**src/rtl/pkt_host_pkg.sv**
```systemverilog
package pkt_host_pkg;
    localparam int unsigned QUAD_W = 32;
    typedef logic [QUAD_W-1:0] quad_t;
    typedef enum logic {
        WR_CONT = 1'b0,
        WR_LAST = 1'b1
    } wr_kind_e;
endpackage

```
**src/rtl/pkt_qfifo.sv**
```systemverilog
module pkt_qfifo #(
    parameter int unsigned W     = 32,
    parameter int unsigned DEPTH = 16
) (
    input  logic         clk,
    input  logic         rst_n,
    input  logic         flush,
    input  logic         push,
    input  logic [W-1:0] push_data,
    input  logic         pop,
    output logic [W-1:0] head,
    output logic         full,
    output logic         empty
);
    localparam int unsigned AW = (DEPTH > 1) ? $clog2(DEPTH) : 1;
    localparam int unsigned CW = $clog2(DEPTH + 1);

    typedef struct packed {
        logic [AW-1:0] wp;
        logic [AW-1:0] rp;
        logic [CW-1:0] cnt;
    } fifo_st_t;

    fifo_st_t     st_d, st_q;
    logic [W-1:0] mem [DEPTH];
    logic         do_push, do_pop;

    assign full    = (st_q.cnt == CW'(DEPTH));
    assign empty   = (st_q.cnt == '0);
    assign do_push = push && !full && !flush;
    assign do_pop  = pop && !empty && !flush;
    assign head    = mem[st_q.rp];

    always_comb begin
        st_d = st_q;
        if (flush) begin
            st_d = '0;
        end else begin
            if (do_push) begin
                st_d.wp = (st_q.wp == AW'(DEPTH - 1)) ? '0 : st_q.wp + AW'(1);
            end
            if (do_pop) begin
                st_d.rp = (st_q.rp == AW'(DEPTH - 1)) ? '0 : st_q.rp + AW'(1);
            end
            case ({do_push, do_pop})
                2'b10:   st_d.cnt = st_q.cnt + CW'(1);
                2'b01:   st_d.cnt = st_q.cnt - CW'(1);
                default: st_d.cnt = st_q.cnt;
            endcase
        end
    end

    always_ff @(posedge clk or negedge rst_n) begin
        if (!rst_n) st_q <= '0;
        else        st_q <= st_d;
    end

    always_ff @(posedge clk) begin
        if (do_push) mem[st_q.wp] <= push_data;
    end
endmodule

```
**src/rtl/pkt_tx_sched.sv**
```systemverilog
module pkt_tx_sched
    import pkt_host_pkg::*;
#(
    parameter int unsigned DEPTH = 16
) (
    input  logic     clk,
    input  logic     rst_n,
    input  logic     flush,
    input  logic     bus_rst,
    input  logic     wr_en,
    input  wr_kind_e wr_kind,
    input  logic     fifo_full,
    output logic     fifo_push,
    output logic     fifo_pop,
    output logic     ovf,
    output logic     launch,
    output logic     busy,
    output logic     done
);
    localparam int unsigned CW = $clog2(DEPTH + 1);

    typedef struct packed {
        logic [CW-1:0] open_len;
        logic          pend;
        logic [CW-1:0] pend_len;
        logic          busy;
        logic [CW-1:0] rem;
        logic          launch;
        logic          done;
        logic          ovf;
    } sched_st_t;

    sched_st_t st_d, st_q;
    logic      start, last_blocked, accept;

    assign start        = st_q.pend && !st_q.busy;
    assign last_blocked = st_q.pend && !start;
    assign accept       = wr_en && !flush && !fifo_full
                          && !((wr_kind == WR_LAST) && last_blocked);
    assign fifo_push    = accept;
    assign fifo_pop     = st_q.busy && (st_q.rem != '0);

    always_comb begin
        st_d        = st_q;
        st_d.launch = 1'b0;
        st_d.done   = 1'b0;

        if (wr_en && !flush && !accept) st_d.ovf = 1'b1;

        if (fifo_pop) begin
            st_d.rem = st_q.rem - CW'(1);
            if (st_q.rem == CW'(1)) begin
                st_d.busy = 1'b0;
                st_d.done = 1'b1;
            end
        end

        if (start) begin
            st_d.pend   = 1'b0;
            st_d.busy   = 1'b1;
            st_d.rem    = st_q.pend_len;
            st_d.launch = 1'b1;
        end

        if (accept) begin
            if (wr_kind == WR_CONT) begin
                st_d.open_len = st_q.open_len + CW'(1);
            end else begin
                st_d.pend     = 1'b1;
                st_d.pend_len = st_q.open_len + CW'(1);
                st_d.open_len = '0;
            end
        end

        if (flush) begin
            st_d.open_len = '0;
            st_d.pend     = 1'b0;
            st_d.pend_len = '0;
            st_d.busy     = 1'b0;
            st_d.rem      = '0;
            st_d.launch   = 1'b0;
            st_d.done     = 1'b0;
        end
        if (bus_rst) st_d.ovf = 1'b0;
    end

    always_ff @(posedge clk or negedge rst_n) begin
        if (!rst_n) st_q <= '0;
        else        st_q <= st_d;
    end

    assign ovf    = st_q.ovf;
    assign launch = st_q.launch;
    assign busy   = st_q.busy;
    assign done   = st_q.done;
endmodule

```
**src/rtl/pkt_host_port.sv**
```systemverilog
module pkt_host_port
    import pkt_host_pkg::*;
#(
    parameter int unsigned DEPTH = 16
) (
    input  logic        clk,
    input  logic        rst_n,
    input  logic        bus_rst,
    input  logic        host_wr_en,
    input  logic        host_wr_last,
    input  logic [31:0] host_wr_data,
    input  logic        host_rd_en,
    output logic [31:0] host_rd_data,
    input  logic        tx_clr_req,
    output logic        tx_clr_pend,
    output logic        tx_full,
    output logic        tx_empty,
    output logic        tx_ovf,
    output logic        tx_launch,
    output logic        tx_busy,
    output logic        tx_done,
    output logic        tx_out_valid,
    output logic [31:0] tx_out_data,
    input  logic        rx_push_valid,
    input  logic [31:0] rx_push_data,
    output logic        rx_full,
    output logic        rx_empty
);
    typedef struct packed {
        logic  clr;
        quad_t rd;
    } port_st_t;

    port_st_t st_d, st_q;
    logic     tx_flush, tx_push, tx_pop, rx_pop;
    quad_t    rx_head, tx_head;

    assign tx_flush = st_q.clr || bus_rst;
    assign rx_pop   = host_rd_en && !rx_empty && !bus_rst;

    always_comb begin
        st_d     = st_q;
        st_d.clr = tx_clr_req && !bus_rst;
        if (bus_rst)     st_d.rd = '0;
        else if (rx_pop) st_d.rd = rx_head;
    end

    always_ff @(posedge clk or negedge rst_n) begin
        if (!rst_n) st_q <= '0;
        else        st_q <= st_d;
    end

    pkt_tx_sched #(.DEPTH(DEPTH)) sched_i (
        .clk       (clk),
        .rst_n     (rst_n),
        .flush     (tx_flush),
        .bus_rst   (bus_rst),
        .wr_en     (host_wr_en),
        .wr_kind   (wr_kind_e'(host_wr_last)),
        .fifo_full (tx_full),
        .fifo_push (tx_push),
        .fifo_pop  (tx_pop),
        .ovf       (tx_ovf),
        .launch    (tx_launch),
        .busy      (tx_busy),
        .done      (tx_done)
    );

    pkt_qfifo #(.W(QUAD_W), .DEPTH(DEPTH)) txq_i (
        .clk       (clk),
        .rst_n     (rst_n),
        .flush     (tx_flush),
        .push      (tx_push),
        .push_data (host_wr_data),
        .pop       (tx_pop),
        .head      (tx_head),
        .full      (tx_full),
        .empty     (tx_empty)
    );

    pkt_qfifo #(.W(QUAD_W), .DEPTH(DEPTH)) rxq_i (
        .clk       (clk),
        .rst_n     (rst_n),
        .flush     (bus_rst),
        .push      (rx_push_valid),
        .push_data (rx_push_data),
        .pop       (rx_pop),
        .head      (rx_head),
        .full      (rx_full),
        .empty     (rx_empty)
    );

    assign host_rd_data = st_q.rd;
    assign tx_clr_pend  = st_q.clr;
    assign tx_out_valid = tx_pop;
    assign tx_out_data  = tx_head;
endmodule

```
**config.mk**
```make
export PLATFORM = sky130hd
export DESIGN_NAME = pkt_host_port
export DESIGN_NICKNAME = d
export VERILOG_FILES = /design/src/rtl/pkt_host_pkg.sv /design/src/rtl/pkt_qfifo.sv /design/src/rtl/pkt_tx_sched.sv /design/src/rtl/pkt_host_port.sv
export SDC_FILE = /design/constraint.sdc
export NUM_CORES = 1
export LEC_CHECK = 0
export ABC_CLOCK_PERIOD_IN_PS = 4400
export BUFFER_PORTS_ARGS = -buffer_cell sky130_fd_sc_hd__buf_2
export CORE_ASPECT_RATIO = 0.7
export CORE_MARGIN = 3
export CORE_UTILIZATION = 41
export CTS_CLUSTER_SIZE = 8
export DETAILED_ROUTE_END_ITERATION = 16
export GPL_TIMING_DRIVEN = 0
export SLEW_MARGIN = 40
export SYNTH_ARGS = -nofsm -noshare
export SYNTH_HDL_FRONTEND = slang
export SYNTH_SLANG_ARGS = --single-unit
```
**constraint.sdc**
```tcl
create_clock -name clk -period 4.4 [get_ports clk]
set_input_delay 0.88 -clock clk [delete_from_list [all_inputs] [get_ports clk]]
set_output_delay 0.88 -clock clk [all_outputs]
set_load 0.1 [all_outputs]
```
; ---- Yosys cells after proc, flatten, opt, wreduce, memory -nomap -nowiden
; Memories as Yosys holds them, arrays and structs flattened.
; Index checks and enable logic that the tools add are counted.
[word_totals]
ff_bits = 79
ram_bits = 1024
output_inout_bits = 74
memories = 2
[memory_table]
columns = name, depth, word_bits, read_ports, rd_clocked_by_memory_dff, write_ports, line_no
row1 = rxq_i.mem, 16, 32, 1, 0, 1, pkt_qfifo.sv:25  ; logic [W-1:0] mem [DEPTH];
row2 = txq_i.mem, 16, 32, 1, 0, 1, pkt_qfifo.sv:25
[classes]
addsub = 10
eq_ne = 11
n_mux = 30
n_reduce_logical = 47
[ops]
columns = cell, count
row1 = 32-bit 2-to-1 mux, 2
row2 = 4-bit 2-to-1 mux, 8
row3 = 13-bit 2-to-1 mux, 2
row4 = 5-bit one-hot mux with 2 select lines, 2
row5 = 1-bit logical AND, 19
row6 = 19-bit 2-to-1 mux, 1
row7 = 4-bit by 1-bit adder with 4-bit output (second input constant), 4
row8 = 4-bit equality test (second input constant), 4
row9 = 2-bit nonzero test, 8
row10 = 5-bit by 1-bit adder with 5-bit output (second input constant), 3
row11 = 5-bit by 1-bit subtractor with 5-bit output (second input constant), 3
row12 = 6-bit 2-to-1 mux, 2
row13 = 3-bit nonzero test, 4
row14 = 11-bit 2-to-1 mux, 1
row15 = 5-bit equality test (second input constant), 2
row16 = 1-bit logical NOT, 10
row17 = 5-bit logical NOT, 2
row18 = 1-bit 2-to-1 mux, 10
row19 = 7-bit 2-to-1 mux, 1
row20 = 5-bit by 1-bit equality test with 1-bit output (second input constant), 1
row21 = 5-bit 2-to-1 mux, 1
row22 = 5-bit nonzero test, 1
row23 = 2-bit by 1-bit equality test with 1-bit output (second input constant), 2
row24 = 2-bit equality test (second input constant), 2
row25 = other kinds (2), 3

; ---- Longest topological paths before layout
[logic_depth]
ltp_word = 12
ltp_mapped = 12
mapped_depth_nobuf = 12

; ---- Hierarchy
; From an unflattened synthesis, not the netlist that was laid out.
[hier_totals]
cells_unflattened = 2206
hier_area_um2 = 43608.1
[modules_own_cells]
columns = mod, n_inst, cells_per_inst, area_each_um2, seq_area_each_um2
row1 = pkt_qfifo (txq_i), 1, 1046, 20618.5, 15700.1
row2 = pkt_qfifo (rxq_i), 1, 908, 20069.2, 15700.1
row3 = pkt_host_port, 1, 149, 1779.2, 825.8
row4 = pkt_tx_sched, 1, 103, 1141.1, 500.5

; ---- Least setup slack after synthesis
; Ideal clock, no wire load.
[synth_timing]
kind = register to register
from = reg sched_i.st_q (netlist bit sched_i.busy)
to = reg txq_i.st_q[4] (netlist name)
arrival_ns = 4.332
required_time_ns = 4.313
path_slack_ns = -0.018
path_stages_with_launch = 11
path_buffers = 0
period_less_slack_ns = 4.418
cell_sequence = dfrtp_1 -> inv_2 -> nor2_1 -> o21ai_0 -> nor2_1 -> ha_1 -> a21o_1 -> a21oi_1 -> nand2_1 -> mux2_1 -> o211ai_1
[synth_via]
word_cells_on_any_way = 17
cone_classes = eq/ne: 2 / mux: 2 / reduce/logical: 13
[synth_lines]
columns = element, line_no
row1 = start: declaration, pkt_tx_sched.sv:33  ; sched_st_t st_d, st_q;
row2 = start signal: assignment, pkt_tx_sched.sv:89  ; else st_q <= st_d;
row3 = 1-bit logical AND *, pkt_tx_sched.sv:41  ; assign fifo_pop = st_q.busy && (st_q.rem != '0);
row4 = named net tx_out_valid, pkt_host_port.sv:22  ; output logic tx_out_valid,
row5 = 1-bit logical AND * (2 in series), pkt_qfifo.sv:31  ; assign do_pop = pop && !empty && !flush;
row6 = 2-bit by 1-bit equality test with 1-bit output / 2-bit equality test (equally long branches), pkt_qfifo.sv:45  ; case ({do_push, do_pop})
row7 = 5-bit one-hot mux with 2 select lines, pkt_qfifo.sv:45
row8 = 13-bit 2-to-1 mux, pkt_qfifo.sv:36  ; if (flush) begin
row9 = end signal: assignment, pkt_qfifo.sv:55  ; else st_q <= st_d;
row10 = end: declaration, pkt_qfifo.sv:24  ; fifo_st_t st_d, st_q;
; The timed path passes the listed nets; every way through them passes the cells marked *.
; A chain may end at the register's enable or synchronous reset.

; ---- Worst setup path in the final report
[layout_timing]
from = reg txq_i.st_q[7] (netlist name)
to = out tx_out_data[6]
[layout_via]
elab_chain_cells = 1
[layout_lines]
columns = element, line_no
row1 = memory read 16 x 32 bit, --
row2 = end: declaration, pkt_host_port.sv:23  ; output logic [31:0] tx_out_data,
; Every way passes these cells.

==> run_results.csv <==
group,metric,value,unit
global_routing,grt_pass1_vias,22500,
yosys,yosys_warnings,0,
setup_path,worstReg2RegEnd,"rxq_i.mem[1][21]$_DFFE_PP_",
worst_hold_path,holdPathStages,2,
timing,finalCritPeriodShare,97.0,%
worst_hold_path,min_path_type,"input port to flop",
yosys,synthFlopType,"edfxtp_1",
detailed_routing,ant_nets,0,
die,dieArea,109000,um2
setup_path,rrSetupSlack,0.80,ns
detailed_routing,wl,105,mm
placed_design,pre_cts_ws,0.305,ns
timing,hold_viol_final,0,
global_routing,grt_overflow_total,0,
placed_design,io_buffers,144,
yosys,ys_types,61,
setup_path,slowest_stage,"buf_2",
die,die_h,277,um
cells_and_area,finalCoreUtilization,50.4,%
detailed_routing,drt_iter0_markers,2141,
setup_path,r2r_start,"rxq_i.st_q[2]$_DFFE_PN0P_",
global_routing,grt_max_degree,63,
setup_path,max_stage_delay,0.48,ns
die,core,103000,um2
detailed_routing,vias,21800,
yosys,synth_enable_flop_cells,1024,
clock_tree,cts_setup_buffers,0,
power_and_ir_drop,vdd_ir_drop_max,0.541,mV
yosys,synth_area,42900,um2
clock_tree,path_clk_slew,0.05,ns
worst_hold_path,hold_start,"tx_clr_req",
setup_path,end_kind,"output pin",
die,ios,146,
yosys,syn_nets,2103,
timing,skew,0.0328,ns
setup_path,cpMostUsedCell,"buf_2",
timing,worst_slew_pin_slew,0.874,ns
yosys,synth_async_sr_flop_share,7.16,%
setup_path,cp-start-kind,"flop",
clock_tree,cts_tree,"built",
die,num_rows,98,
setup_path,crit_family,"buffers and inverters",
worst_hold_path,min_to,"tx_clr_pend$_DFF_PN0_",
placed_design,place_congestion,0.749,
detailed_routing,dr.pass1.iters,5,
cells_and_area,drive_above_1_share,33.3,%
global_routing,antenna_found_initial,9,
die,dieWidth,392,um
detailed_routing,drc,0,
timing,setup_slack,0.131,ns
setup_path,worstPathCellList,"buf_2, buf_2, buf_2, buf_2, a211oi_1, a21oi_1, buf_2",
setup_path,r2r_cells,10,
yosys,synth_area_per_cell,21.3,um2
job,cap_violations,0,
setup_path,arrival,3.39,ns
clock_tree,clockRootBuffer,"clkbuf_16",
power_and_ir_drop,leakagePower,0.0169,uW
clock_tree,max-clock-path-buffers,3,
yosys,seq_area_frac_synth,76.4,%
global_routing,grt_first_pass_wirelength,154,mm
setup_path,crit_fanout,10,
timing,fmax,0.234,GHz
clock_tree,clk_latency,0.76,ns
placed_design,place_hpwl,69.4,mm
yosys,synth_cells,2011,
power_and_ir_drop,power.density,506,nW/um2
clock_tree,h-tree-depth,4,
global_routing,grt_usage,19.7,%
timing,slew_violations,0,
yosys,ys_ff_latch,1103,
cells_and_area,fillCellCount,8090,
timing,setup_violations,0,
cells_and_area,area_growth,21.0,%
setup_path,worstPathRequired,3.52,ns
status,status,"completed",
clock_tree,cts_buffers,156,
timing,period_needed,4.27,ns
cells_and_area,fin_area,51900,um2
timing,rsz0062_at_grt,"no",
detailed_routing,vias_per_cell,5.62,
cells_and_area,final_nets,2520,
die,start_util,41.7,%
clock_tree,cts.sinks,1103,
setup_path,crit_buf_inv,5,
setup_path,worst-setup-path-type,"flop to output pin",
detailed_routing,routedWlPerCell,27.1,um
timing,slew_headroom,41.7,%
placed_design,placed_area,47200,um2
## cell type report
class / count / area, um2 / area share, %
flip-flops and latches: 1103 / 32700 / 63.1
multi-input cells: 754 / 9670 / 18.6
clock buffers: 234 / 4240 / 8.17
repair buffers: 260 / 2470 / 4.77
well taps: 1350 / 1690 / 3.26
plain buffers: 108 / 592 / 1.14
clock inverters: 14 / 308 / 0.593
inverters: 45 / 169 / 0.326
diodes: 4 / 10.0 / 0.0193
## state kept, by name, indices dropped and copies added, names as in the netlist, 13 cells and up
signal	flops
host_rd_data	32
rxq_i.mem	512
sched_i.st_q	16
txq_i.mem	512
rxq_i.st_q	13
txq_i.st_q	13
## synth_stat cells (all sizes together) (7+ instances only)
cell type | instances | area [um2]
edfxtp | 1024 | 30700
mux4 | 288 | 6490
dfrtp | 79 | 1980
nand2 | 66 | 248
nor2 | 63 | 239
buf | 61 | 353
a21oi | 56 | 288
clkbuf | 48 | 180
o21ai | 44 | 220
mux2i | 41 | 410
a211oi | 39 | 293
nor2b | 35 | 219
clkinv | 32 | 120
ha | 19 | 238
inv | 13 | 48.8
nor3 | 12 | 65.1
xor2 | 11 | 96.3
nand3 | 10 | 50.1
o211ai | 7 | 76.3
or3 | 7 | 43.8
xnor2 | 7 | 68.8
## placed cells by master, fill, tap and decap left out, drive strengths merged, types with 7 or more instances in the layout
master | Yosys | final
edfxtp | 1024 | 1024
buf | 61 | 310
clkbuf | 48 | 291
mux4 | 288 | 288
dfrtp | 79 | 79
nand2 | 66 | 66
nor2 | 63 | 63
a21oi | 56 | 56
o21ai | 44 | 44
clkinv | 32 | 43
mux2i | 41 | 41
a211oi | 39 | 39
nor2b | 35 | 35
ha | 19 | 19
inv | 13 | 15
nor3 | 12 | 12
xor2 | 11 | 11
nand3 | 10 | 10
or3 | 7 | 7
xnor2 | 7 | 7
o211ai | 7 | 7
## cell families (layout without fill, tap and decap cells)
group           Yosys count  after routing  synth area share, %
fa+ha+maj                20             20                0.601
other cells               0              4                    0
buf+inv                 154            661                 1.64
xor+xnor                 18             18                0.385
simple gates            218            218                 2.45
mux                     330            330                 16.1
compound gates          168            168                 2.46
flops                  1103           1103                 76.4
## how the worst max path moves through the flow
stage / startpoint / to / depth (start not counted)
floorplan: rxq_i.st_q[2]$_DFFE_PN0P_ / rxq_i.mem[3][0]$_DFFE_PP_ / 6
global placement: bus_rst / rxq_i.mem[1][16]$_DFFE_PP_ / 5
detailed placement: bus_rst / rxq_i.mem[1][16]$_DFFE_PP_ / 9
CTS: txq_i.st_q[6]$_DFFE_PN0P_ / tx_out_data[24] / 7
global route: txq_i.st_q[7]$_DFFE_PN0P_ / tx_out_data[6] / 7
finish: txq_i.st_q[7]$_DFFE_PN0P_ / tx_out_data[6] / 7
## power by group
group	total [uW]	internal (uW)	switching, uW
registers	11800	11700	134
logic	3370	1140	2230
clock network	11000	6680	4340
## worst reg2reg max path, stage by stage (launching register included)
cell and delay (ns):
dfrtp_1 0.32, clkbuf_1 0.27, nor4_2 0.11, and2_1 0.20
nor3_1 0.51, nand2_1 0.40, nor3_2 0.56, buf_4 0.27
buf_2 0.22, buf_2 0.24, buf_4 0.20
## layer usage
metal	global-route usage, %	up-vias	part of all wire [%]
met2	29.3	876	46
met5	0	-	0.030
li1	-	9132	-
met3	4.56	167	7.9
met1	28.7	11600	44
met4	6.44	4	2.3
## repair_timing
item,4_1_cts,5_1_grt
resized for setup,24,9
endpoints found under the hold margin,17,0
hold buffers,1,0
setup endpoints to repair,32,19
## stage by stage
| step | TNS [ns] | hold slack, ns | std cells | power (uW) |
|---|---|---|---|---|
| after floorplan | 0 | 0.485 | 2011 | 14500 |
| after CTS | 0 | 0.398 | 3867 | 26500 |
| after global routing | 0 | 0.426 | 3869 | 27200 |
| after global placement | -1781.63 | 0.470 | 3505 | 15300 |
| after detailed placement | 0 | 0.470 | 3618 | 15400 |
| final | 0 | 0.435 | 3872 | 26200 |
(Power assumes the default switching activity.)
